==> src/rtl/cc_pkg.sv <==
package cc_pkg;
  typedef enum logic [2:0] {
    ACT_SET     = 3'b000,
    ACT_CLR     = 3'b001,
    ACT_TGL     = 3'b010,
    ACT_SET_UP  = 3'b011,
    ACT_CLR_UP  = 3'b100,
    ACT_CH0_CLR = 3'b101,
    ACT_CH0_SET = 3'b110,
    ACT_INIT    = 3'b111
  } act_e;

  typedef struct packed {
    logic       alt_src;
    logic       irq_en;
    act_e       act;
    logic       cmp_mode;
    logic [1:0] edge_sel;
  } ctrl_t;

  localparam logic [1:0] A_CTRL = 2'd0;
  localparam logic [1:0] A_VLO  = 2'd1;
  localparam logic [1:0] A_VHI  = 2'd2;
  localparam logic [1:0] A_STAT = 2'd3;
  localparam logic [7:0] CTRL_RST = 8'h40;
endpackage

==> src/rtl/cc_sync_edge.sv <==
module cc_sync_edge #(
  parameter int STAGES = 2
) (
  input  logic clk_i,
  input  logic rst_ni,
  input  logic d_i,
  output logic rise_o,
  output logic fall_o
);
  // sh_q[STAGES-1] is the synchronized level, sh_q[STAGES] its delayed copy
  logic [STAGES:0] sh_q;

  always_ff @(posedge clk_i or negedge rst_ni) begin
    if (!rst_ni) sh_q <= '0;
    else         sh_q <= {sh_q[STAGES-1:0], d_i};
  end

  assign rise_o = sh_q[STAGES-1] & ~sh_q[STAGES];
  assign fall_o = ~sh_q[STAGES-1] & sh_q[STAGES];

  a_r2_edge_excl: assert property (@(posedge clk_i) disable iff (!rst_ni)
    !(rise_o && fall_o));
endmodule

==> src/rtl/cc_value_reg.sv <==
module cc_value_reg #(
  parameter int CW = 16,
  localparam int HW = CW / 2
) (
  input  logic          clk_i,
  input  logic          rst_ni,
  input  logic          wr_lo_i,
  input  logic          wr_hi_i,
  input  logic [HW-1:0] wdata_i,
  input  logic          cmp_mode_i,
  input  logic [CW-1:0] cnt_i,
  input  logic          cap_i,
  output logic [CW-1:0] val_o
);
  logic [HW-1:0] lo_buf_q;
  logic [CW-1:0] val_q, pend_q;
  logic          pend_vld_q;
  logic          at_zero, apply;

  assign at_zero = (cnt_i == '0);
  assign apply   = pend_vld_q && at_zero;

  always_ff @(posedge clk_i or negedge rst_ni) begin
    if (!rst_ni) begin
      lo_buf_q   <= '0;
      val_q      <= '0;
      pend_q     <= '0;
      pend_vld_q <= 1'b0;
    end else begin
      if (wr_lo_i) lo_buf_q <= wdata_i;
      // capture has priority over a software write in the same cycle
      if (cap_i)                      val_q <= cnt_i;
      else if (wr_hi_i && !cmp_mode_i) val_q <= {wdata_i, lo_buf_q};
      else if (apply)                  val_q <= pend_q;
      if (wr_hi_i && cmp_mode_i) begin
        pend_q     <= {wdata_i, lo_buf_q};
        pend_vld_q <= 1'b1;
      end else if (apply) begin
        pend_vld_q <= 1'b0;
      end
    end
  end

  assign val_o = val_q;

  a_r2_cap_value: assert property (@(posedge clk_i) disable iff (!rst_ni)
    $past(cap_i) |-> val_q == $past(cnt_i));
  a_r5_deferred: assert property (@(posedge clk_i) disable iff (!rst_ni)
    ($past(cmp_mode_i) && $past(cnt_i) != '0 && !$past(cap_i)) |-> $stable(val_q));
  a_r4_lo_buffered: assert property (@(posedge clk_i) disable iff (!rst_ni)
    ($past(wr_lo_i) && !$past(cap_i) && $past(cnt_i) != '0) |-> $stable(val_q));
endmodule

==> src/rtl/cc_cmp_out.sv <==
module cc_cmp_out
  import cc_pkg::*;
(
  input  logic clk_i,
  input  logic rst_ni,
  input  logic en_i,
  input  act_e act_i,
  input  logic match_i,
  input  logic down_i,
  input  logic updown_i,
  input  logic zero_i,
  input  logic ch0_i,
  input  logic force_i,
  output logic out_o
);
  logic out_q, out_d;

  always_comb begin
    out_d = out_q;
    if (force_i) begin
      out_d = 1'b0;
    end else if (en_i) begin
      unique case (act_i)
        ACT_SET: if (match_i) out_d = 1'b1;
        ACT_CLR: if (match_i) out_d = 1'b0;
        ACT_TGL: if (match_i) out_d = ~out_q;
        ACT_SET_UP: begin
          if (match_i)     out_d = updown_i ? ~down_i : 1'b1;
          else if (zero_i && !updown_i) out_d = 1'b0;
        end
        ACT_CLR_UP: begin
          if (match_i)     out_d = updown_i ? down_i : 1'b0;
          else if (zero_i && !updown_i) out_d = 1'b1;
        end
        ACT_CH0_CLR: begin
          if (match_i)    out_d = 1'b1;
          else if (ch0_i) out_d = 1'b0;
        end
        ACT_CH0_SET: begin
          if (match_i)    out_d = 1'b0;
          else if (ch0_i) out_d = 1'b1;
        end
        default: out_d = out_q;
      endcase
    end
  end

  always_ff @(posedge clk_i or negedge rst_ni) begin
    if (!rst_ni) out_q <= 1'b0;
    else         out_q <= out_d;
  end

  assign out_o = out_q;

  a_r9_force_low: assert property (@(posedge clk_i) disable iff (!rst_ni)
    $past(force_i) |-> !out_o);
  a_r6_toggle: assert property (@(posedge clk_i) disable iff (!rst_ni)
    $past(en_i && act_i == ACT_TGL && match_i && !force_i) |-> out_o != $past(out_o));
  a_r7_updown_set: assert property (@(posedge clk_i) disable iff (!rst_ni)
    $past(en_i && act_i == ACT_SET_UP && updown_i && match_i && !down_i && !force_i) |-> out_o);
  a_r8_own_wins: assert property (@(posedge clk_i) disable iff (!rst_ni)
    $past(en_i && act_i == ACT_CH0_SET && match_i && !force_i) |-> !out_o);
  a_r6_idle_hold: assert property (@(posedge clk_i) disable iff (!rst_ni)
    $past(!en_i && !force_i) |-> $stable(out_o));
endmodule

==> src/rtl/cc_channel.sv <==
module cc_channel
  import cc_pkg::*;
#(
  parameter int CNT_W       = 16,
  parameter int SYNC_STAGES = 2,
  localparam int BYTE_W     = CNT_W / 2
) (
  input  logic              clk_i,
  input  logic              rst_ni,
  input  logic [CNT_W-1:0]  cnt_i,
  input  logic              cnt_down_i,
  input  logic              updown_i,
  input  logic              cnt_zero_i,
  input  logic              ch0_match_i,
  input  logic              cap_pin_i,
  input  logic              alt_evt_i,
  input  logic              wr_i,
  input  logic [1:0]        addr_i,
  input  logic [BYTE_W-1:0] wdata_i,
  output logic [BYTE_W-1:0] rdata_o,
  output logic              cmp_o,
  output logic              irq_o
);
  ctrl_t             ctrl_q;
  ctrl_t             ctrl_w;
  logic              flag_q;
  logic [CNT_W-1:0]  val;
  logic              pin_rise, pin_fall;
  logic              wr_ctrl, wr_lo, wr_hi, flag_clr, force_init;
  logic              pin_evt, src_evt, cap, match;

  assign ctrl_w     = ctrl_t'(wdata_i[7:0]);
  assign wr_ctrl    = wr_i && addr_i == A_CTRL;
  assign wr_lo      = wr_i && addr_i == A_VLO;
  assign wr_hi      = wr_i && addr_i == A_VHI;
  assign flag_clr   = wr_i && addr_i == A_STAT && wdata_i[0];
  assign force_init = wr_ctrl && ctrl_w.act == ACT_INIT;

  cc_sync_edge #(.STAGES(SYNC_STAGES)) u_sync (
    .clk_i (clk_i),
    .rst_ni(rst_ni),
    .d_i   (cap_pin_i),
    .rise_o(pin_rise),
    .fall_o(pin_fall)
  );

  assign pin_evt = (ctrl_q.edge_sel[0] && pin_rise) || (ctrl_q.edge_sel[1] && pin_fall);
  assign src_evt = ctrl_q.alt_src ? (alt_evt_i && ctrl_q.edge_sel != 2'b00) : pin_evt;
  assign cap     = !ctrl_q.cmp_mode && src_evt;
  assign match   = ctrl_q.cmp_mode && cnt_i == val;

  cc_value_reg #(.CW(CNT_W)) u_val (
    .clk_i     (clk_i),
    .rst_ni    (rst_ni),
    .wr_lo_i   (wr_lo),
    .wr_hi_i   (wr_hi),
    .wdata_i   (wdata_i),
    .cmp_mode_i(ctrl_q.cmp_mode),
    .cnt_i     (cnt_i),
    .cap_i     (cap),
    .val_o     (val)
  );

  cc_cmp_out u_out (
    .clk_i   (clk_i),
    .rst_ni  (rst_ni),
    .en_i    (ctrl_q.cmp_mode),
    .act_i   (ctrl_q.act),
    .match_i (match),
    .down_i  (cnt_down_i),
    .updown_i(updown_i),
    .zero_i  (cnt_zero_i),
    .ch0_i   (ch0_match_i),
    .force_i (force_init),
    .out_o   (cmp_o)
  );

  always_ff @(posedge clk_i or negedge rst_ni) begin
    if (!rst_ni) begin
      ctrl_q <= ctrl_t'(CTRL_RST);
      flag_q <= 1'b0;
    end else begin
      if (wr_ctrl) begin
        ctrl_q <= ctrl_w;
        if (force_init) ctrl_q.act <= ctrl_q.act;  // init command leaves the action field alone
      end
      if (cap || match)  flag_q <= 1'b1;
      else if (flag_clr) flag_q <= 1'b0;
    end
  end

  always_comb begin
    unique case (addr_i)
      A_CTRL:  rdata_o = BYTE_W'(ctrl_q);
      A_VLO:   rdata_o = val[BYTE_W-1:0];
      A_VHI:   rdata_o = val[CNT_W-1:BYTE_W];
      default: rdata_o = BYTE_W'(flag_q);
    endcase
  end

  assign irq_o = flag_q && ctrl_q.irq_en;

  a_r10_sticky: assert property (@(posedge clk_i) disable iff (!rst_ni)
    ($past(flag_q) && !$past(flag_clr)) |-> flag_q);
  a_r10_set: assert property (@(posedge clk_i) disable iff (!rst_ni)
    $past(cap || match) |-> flag_q);
  a_r9_act_kept: assert property (@(posedge clk_i) disable iff (!rst_ni)
    $past(force_init) |-> ctrl_q.act == $past(ctrl_q.act));
  a_r10_irq_mask: assert property (@(posedge clk_i) disable iff (!rst_ni)
    !ctrl_q.irq_en |-> !irq_o);
endmodule

==> config.mk <==
export PLATFORM = sky130hd
export DESIGN_NAME = cc_channel
export DESIGN_NICKNAME = d
export VERILOG_FILES = /design/src/rtl/cc_pkg.sv /design/src/rtl/cc_sync_edge.sv /design/src/rtl/cc_value_reg.sv /design/src/rtl/cc_cmp_out.sv /design/src/rtl/cc_channel.sv
export SDC_FILE = /design/constraint.sdc
export NUM_CORES = 1
export LEC_CHECK = 0
export CAP_MARGIN = 5
export CORE_ASPECT_RATIO = 0.9
export CORE_MARGIN = 2
export CORE_UTILIZATION = 45
export DETAILED_ROUTE_END_ITERATION = 8
export PLACE_DENSITY = 0.68
export RECOVER_POWER = 100
export SYNTH_ARGS = -nofsm -noshare
export SYNTH_HDL_FRONTEND = slang
export SYNTH_SLANG_ARGS = --single-unit
export TNS_END_PERCENT = 1
==> constraint.sdc <==
create_clock -name clk_i -period 2.44 [get_ports clk_i]
set_input_delay 0.244 -clock clk_i [delete_from_list [all_inputs] [get_ports clk_i]]
set_output_delay 0.244 -clock clk_i [all_outputs]
set_load 0.02 [all_outputs]
==> impl_metrics.py <==
metrics = {
    "outcome": {
        "status": "complete, but fails checks",
        "violations": "capacitance limit, slew limit",
    },
    "worst_setup_path": {
        "path_cells": "dlygate4sd3_1 -> buf_4 -> mux4_2 -> clkdlybuf4s50_1",
        "r2r-start": "u_sync.sh_q[1]",
        "end_kind": "output pin",
        "cp.arrival_ps": 2080,
        "r2r_slack_ps": 160,
        "cp_slowest_cell": "clkdlybuf4s50_1",
        "worstReg2RegEnd": "u_val.val_o[12]",
        "critPathRequiredTime_ps": 2200,
        "crit_path_max_fanout": 12,
        "critPathTopFamily": "buffers and inverters",
        "cpPeakStageDelay_ps": 550,
        "worstSetupStartpointType": "primary input",
        "cp_num_buf_inv": 3,
        "critical_path_class": "in2out",
        "worstRegToRegCells": 6,
    },
    "floorplan": {
        "dieArea_um2": 7311,
        "num_rows": 28,
        "coreArea_um2": 6516,
        "die_height_um": 81.32,
        "io_pins": 45,
        "start_util_pct": 45.87,
        "die_x_um": 89.91,
    },
    "global_routing": {
        "antenna_found_initial": 0,
        "top_usage_layer": "met2",
        "track_usage_pct": 20.68,
        "grt_max_degree": 29,
        "grt_overflow_total": 0,
        "grt_pass1_wl_um": 11690,
        "met3_usage_pct": 4.360,
        "grt_util_met2_pct": 33.18,
        "grt_pass1_vias": 2118,
        "grtUsageMet1_pct": 29.38,
    },
    "sta": {
        "period_needed_ps": 2328,
        "slew_headroom_pct": -5.143,
        "worst_pin_slew_ps": 1577,
        "finalSetupTns_ps": 0,
        "rsz0062_at_grt": "no",
        "fmax_ghz": 0.4296,
        "hold_viol_final": 0,
        "fin_crit_sh_pct": 95.40,
        "final_max_slew_viol_count": 28,
        "skew_ps": 11.68,
        "setup_slack_ps": 112.2,
        "setup_violations": 0,
    },
    "synth": {
        "seq_area_frac_synth_pct": 45.25,
        "ys_ff_latch": 54,
        "yosysMostFrequentCell": "mux2_2",
        "synth_edf_count": 0,
        "syn_inst": 251,
        "synth_ff_type": "dfrtp_1",
        "postSynthAreaPerCell_um2": 11.91,
        "synth_top_area_share_pct": 44.37,
        "ys_top_cells_by_area": "dfrtp_1 44%, mux2_2 24%, xnor2_1 4.7%",
        "synth_commonest_cells": "63 x mux2_2, 53 x dfrtp_1, 27 x nand2_1",
        "netlist-cell-type-count": 38,
        "synth-async-reset-ratio_pct": 100.0,
        "syn_nets": 286,
        "synth_top_cell_by_area": "dfrtp_1",
        "syn_area_um2": 2989,
        "ys_warn_count": 0,
    },
    "final_layout": {
        "drive_gt1_share_pct": 31.25,
        "nets": 339,
        "stdcell_count": 394,
        "area_growth_pct": 23.69,
        "design_area_um2": 3697,
        "n_antenna_cell": 0,
    },
    "worst_hold_path": {
        "min_to": "u_sync.sh_q[1]",
        "holdCritPathClass": "reg2reg",
        "min_from": "u_sync.sh_q[0]",
        "hold_depth": 0,
    },
    "clocking": {
        "tritoncts": "built",
        "cts-root-buf": "clkbuf_8",
        "clock-sinks": 54,
        "post_cts_resized": 0,
        "cts_inserted_buffers": 5,
        "htreeDepth": 2,
        "clkTransAtPathRegs_ps": 100,
        "clockBufferDepth": 2,
        "cts_setup_buffers": 0,
        "worstSkewPairLatency_ps": 310,
    },
    "pwr": {
        "p_leak_nw": 1.559,
        "power_density_nw_per_um2": 883.1,
        "power.total_mw": 3.265,
        "peakVddDrop_mv": 0.2827,
    },
    "placement": {
        "preCtsSetupSlack_ps": 127.0,
        "port_buffers": 44,
        "gp_congestion": 0.8338,
        "placed_cells": 386,
        "placed_area_um2": 3595,
        "dp_hpwl_um": 5314,
    },
    "detailed_routing": {
        "ant_nets": 0,
        "firstDrtPassIters": 4,
        "wirelength_um": 7167,
        "wl_per_cell_um": 18.19,
        "drc": 0,
        "drt_iter0_drc": 147,
        "vias": 2158,
        "vias_per_cell": 5.477,
    },
    "flow_run": {
        "drv_cap": 1,
    },
}
power by group:
group	internal, mW	switching (mW)
logic	0.747	0.457
registers	1.20	0.262
clock network	0.302	0.298
stage by stage:
stage	utilization, %	hold WS [ps]
CTS	56.97	365.7
detailed placement	55.17	308.7
floorplan	-	-51.59
global route	56.74	394.6
finish	56.74	371.2
global placement	55.17	318.5
sequential cells by signal, indices dropped and copies added (netlist names):
register / count
ctrl_q: 8
u_out.out_o: 1
u_val.pend_vld_q: 1
u_val.pend_q: 16
flag_q: 1
u_val.lo_buf_q: 8
u_sync.sh_q: 3
u_val.val_o: 16
layout make-up:
| type | instances | area, um^2 |
|---|---|---|
| timing repair buffer | 60 | 568.0 |
| fill | 578 | 2819 |
| inverter | 3 | 11.26 |
| clock buffer | 5 | 68.82 |
| multi-input combinational | 180 | 1545 |
| sequential | 54 | 1353 |
| clock inverter | 2 | 38.79 |
| tap | 90 | 112.6 |
metal layers:
metal | routed length [um] | up-vias
met2 | 3288 | 60
met5 | 0 | -
met3 | 443 | 8
met4 | 74 | 0
li1 | - | 1012
met1 | 3360 | 1078
worst max-delay path by stage:
stage	start	end	slack, ps	cells after the start
after floorplan	u_sync.sh_q[1]	u_val.val_o[10]	420	7
after global placement	alt_evt_i	u_val.val_o[12]	150	6
after detailed placement	cnt_i[3]	u_val.val_o[3]	130	7
after CTS	u_sync.sh_q[1]	u_val.val_o[12]	170	6
after global routing	u_sync.sh_q[1]	u_val.val_o[12]	20	6
final	addr_i[1]	rdata_o[0]	110	4
placed cells by master, fill, tap and decap left out, types with 3 or more instances in the layout:
cell / instances
mux2_2: 63
dfrtp_1: 53
clkdlybuf4s50_1: 31
nand2_1: 27
xnor2_1: 16
dlygate4sd3_1: 13
o21ai_0: 11
mux2_4: 9
buf_4: 8
mux2i_1: 7
a21oi_1: 6
nand4_1: 6
nor4_1: 5
clkbuf_8: 5
clkbuf_1: 4
nor2b_1: 3
inv_1: 3
o22a_1: 3
nand3_1: 3
cells by family (layout without fill, tap and decap cells):
group                      after synthesis  count (layout)  synth area share, %
muxes                                   80              80                31.35
AOI/OAI and AO/OA                       26              26                5.525
adders and majority gates                1               1               0.3349
DFF                                     54              54                45.25
and+or+nand+nor                         57              57                9.796
buffers and inverters                   17              70                3.056
xor gates and xnor gates                16              16                4.688
timing repair:
item / 4_1_cts / 5_1_grt
hold buffers: 1 / 0
endpoints found under the hold margin: 27 / 0
endpoints found under the setup margin: 0 / 0
Power figures use the tool's default switching activity.
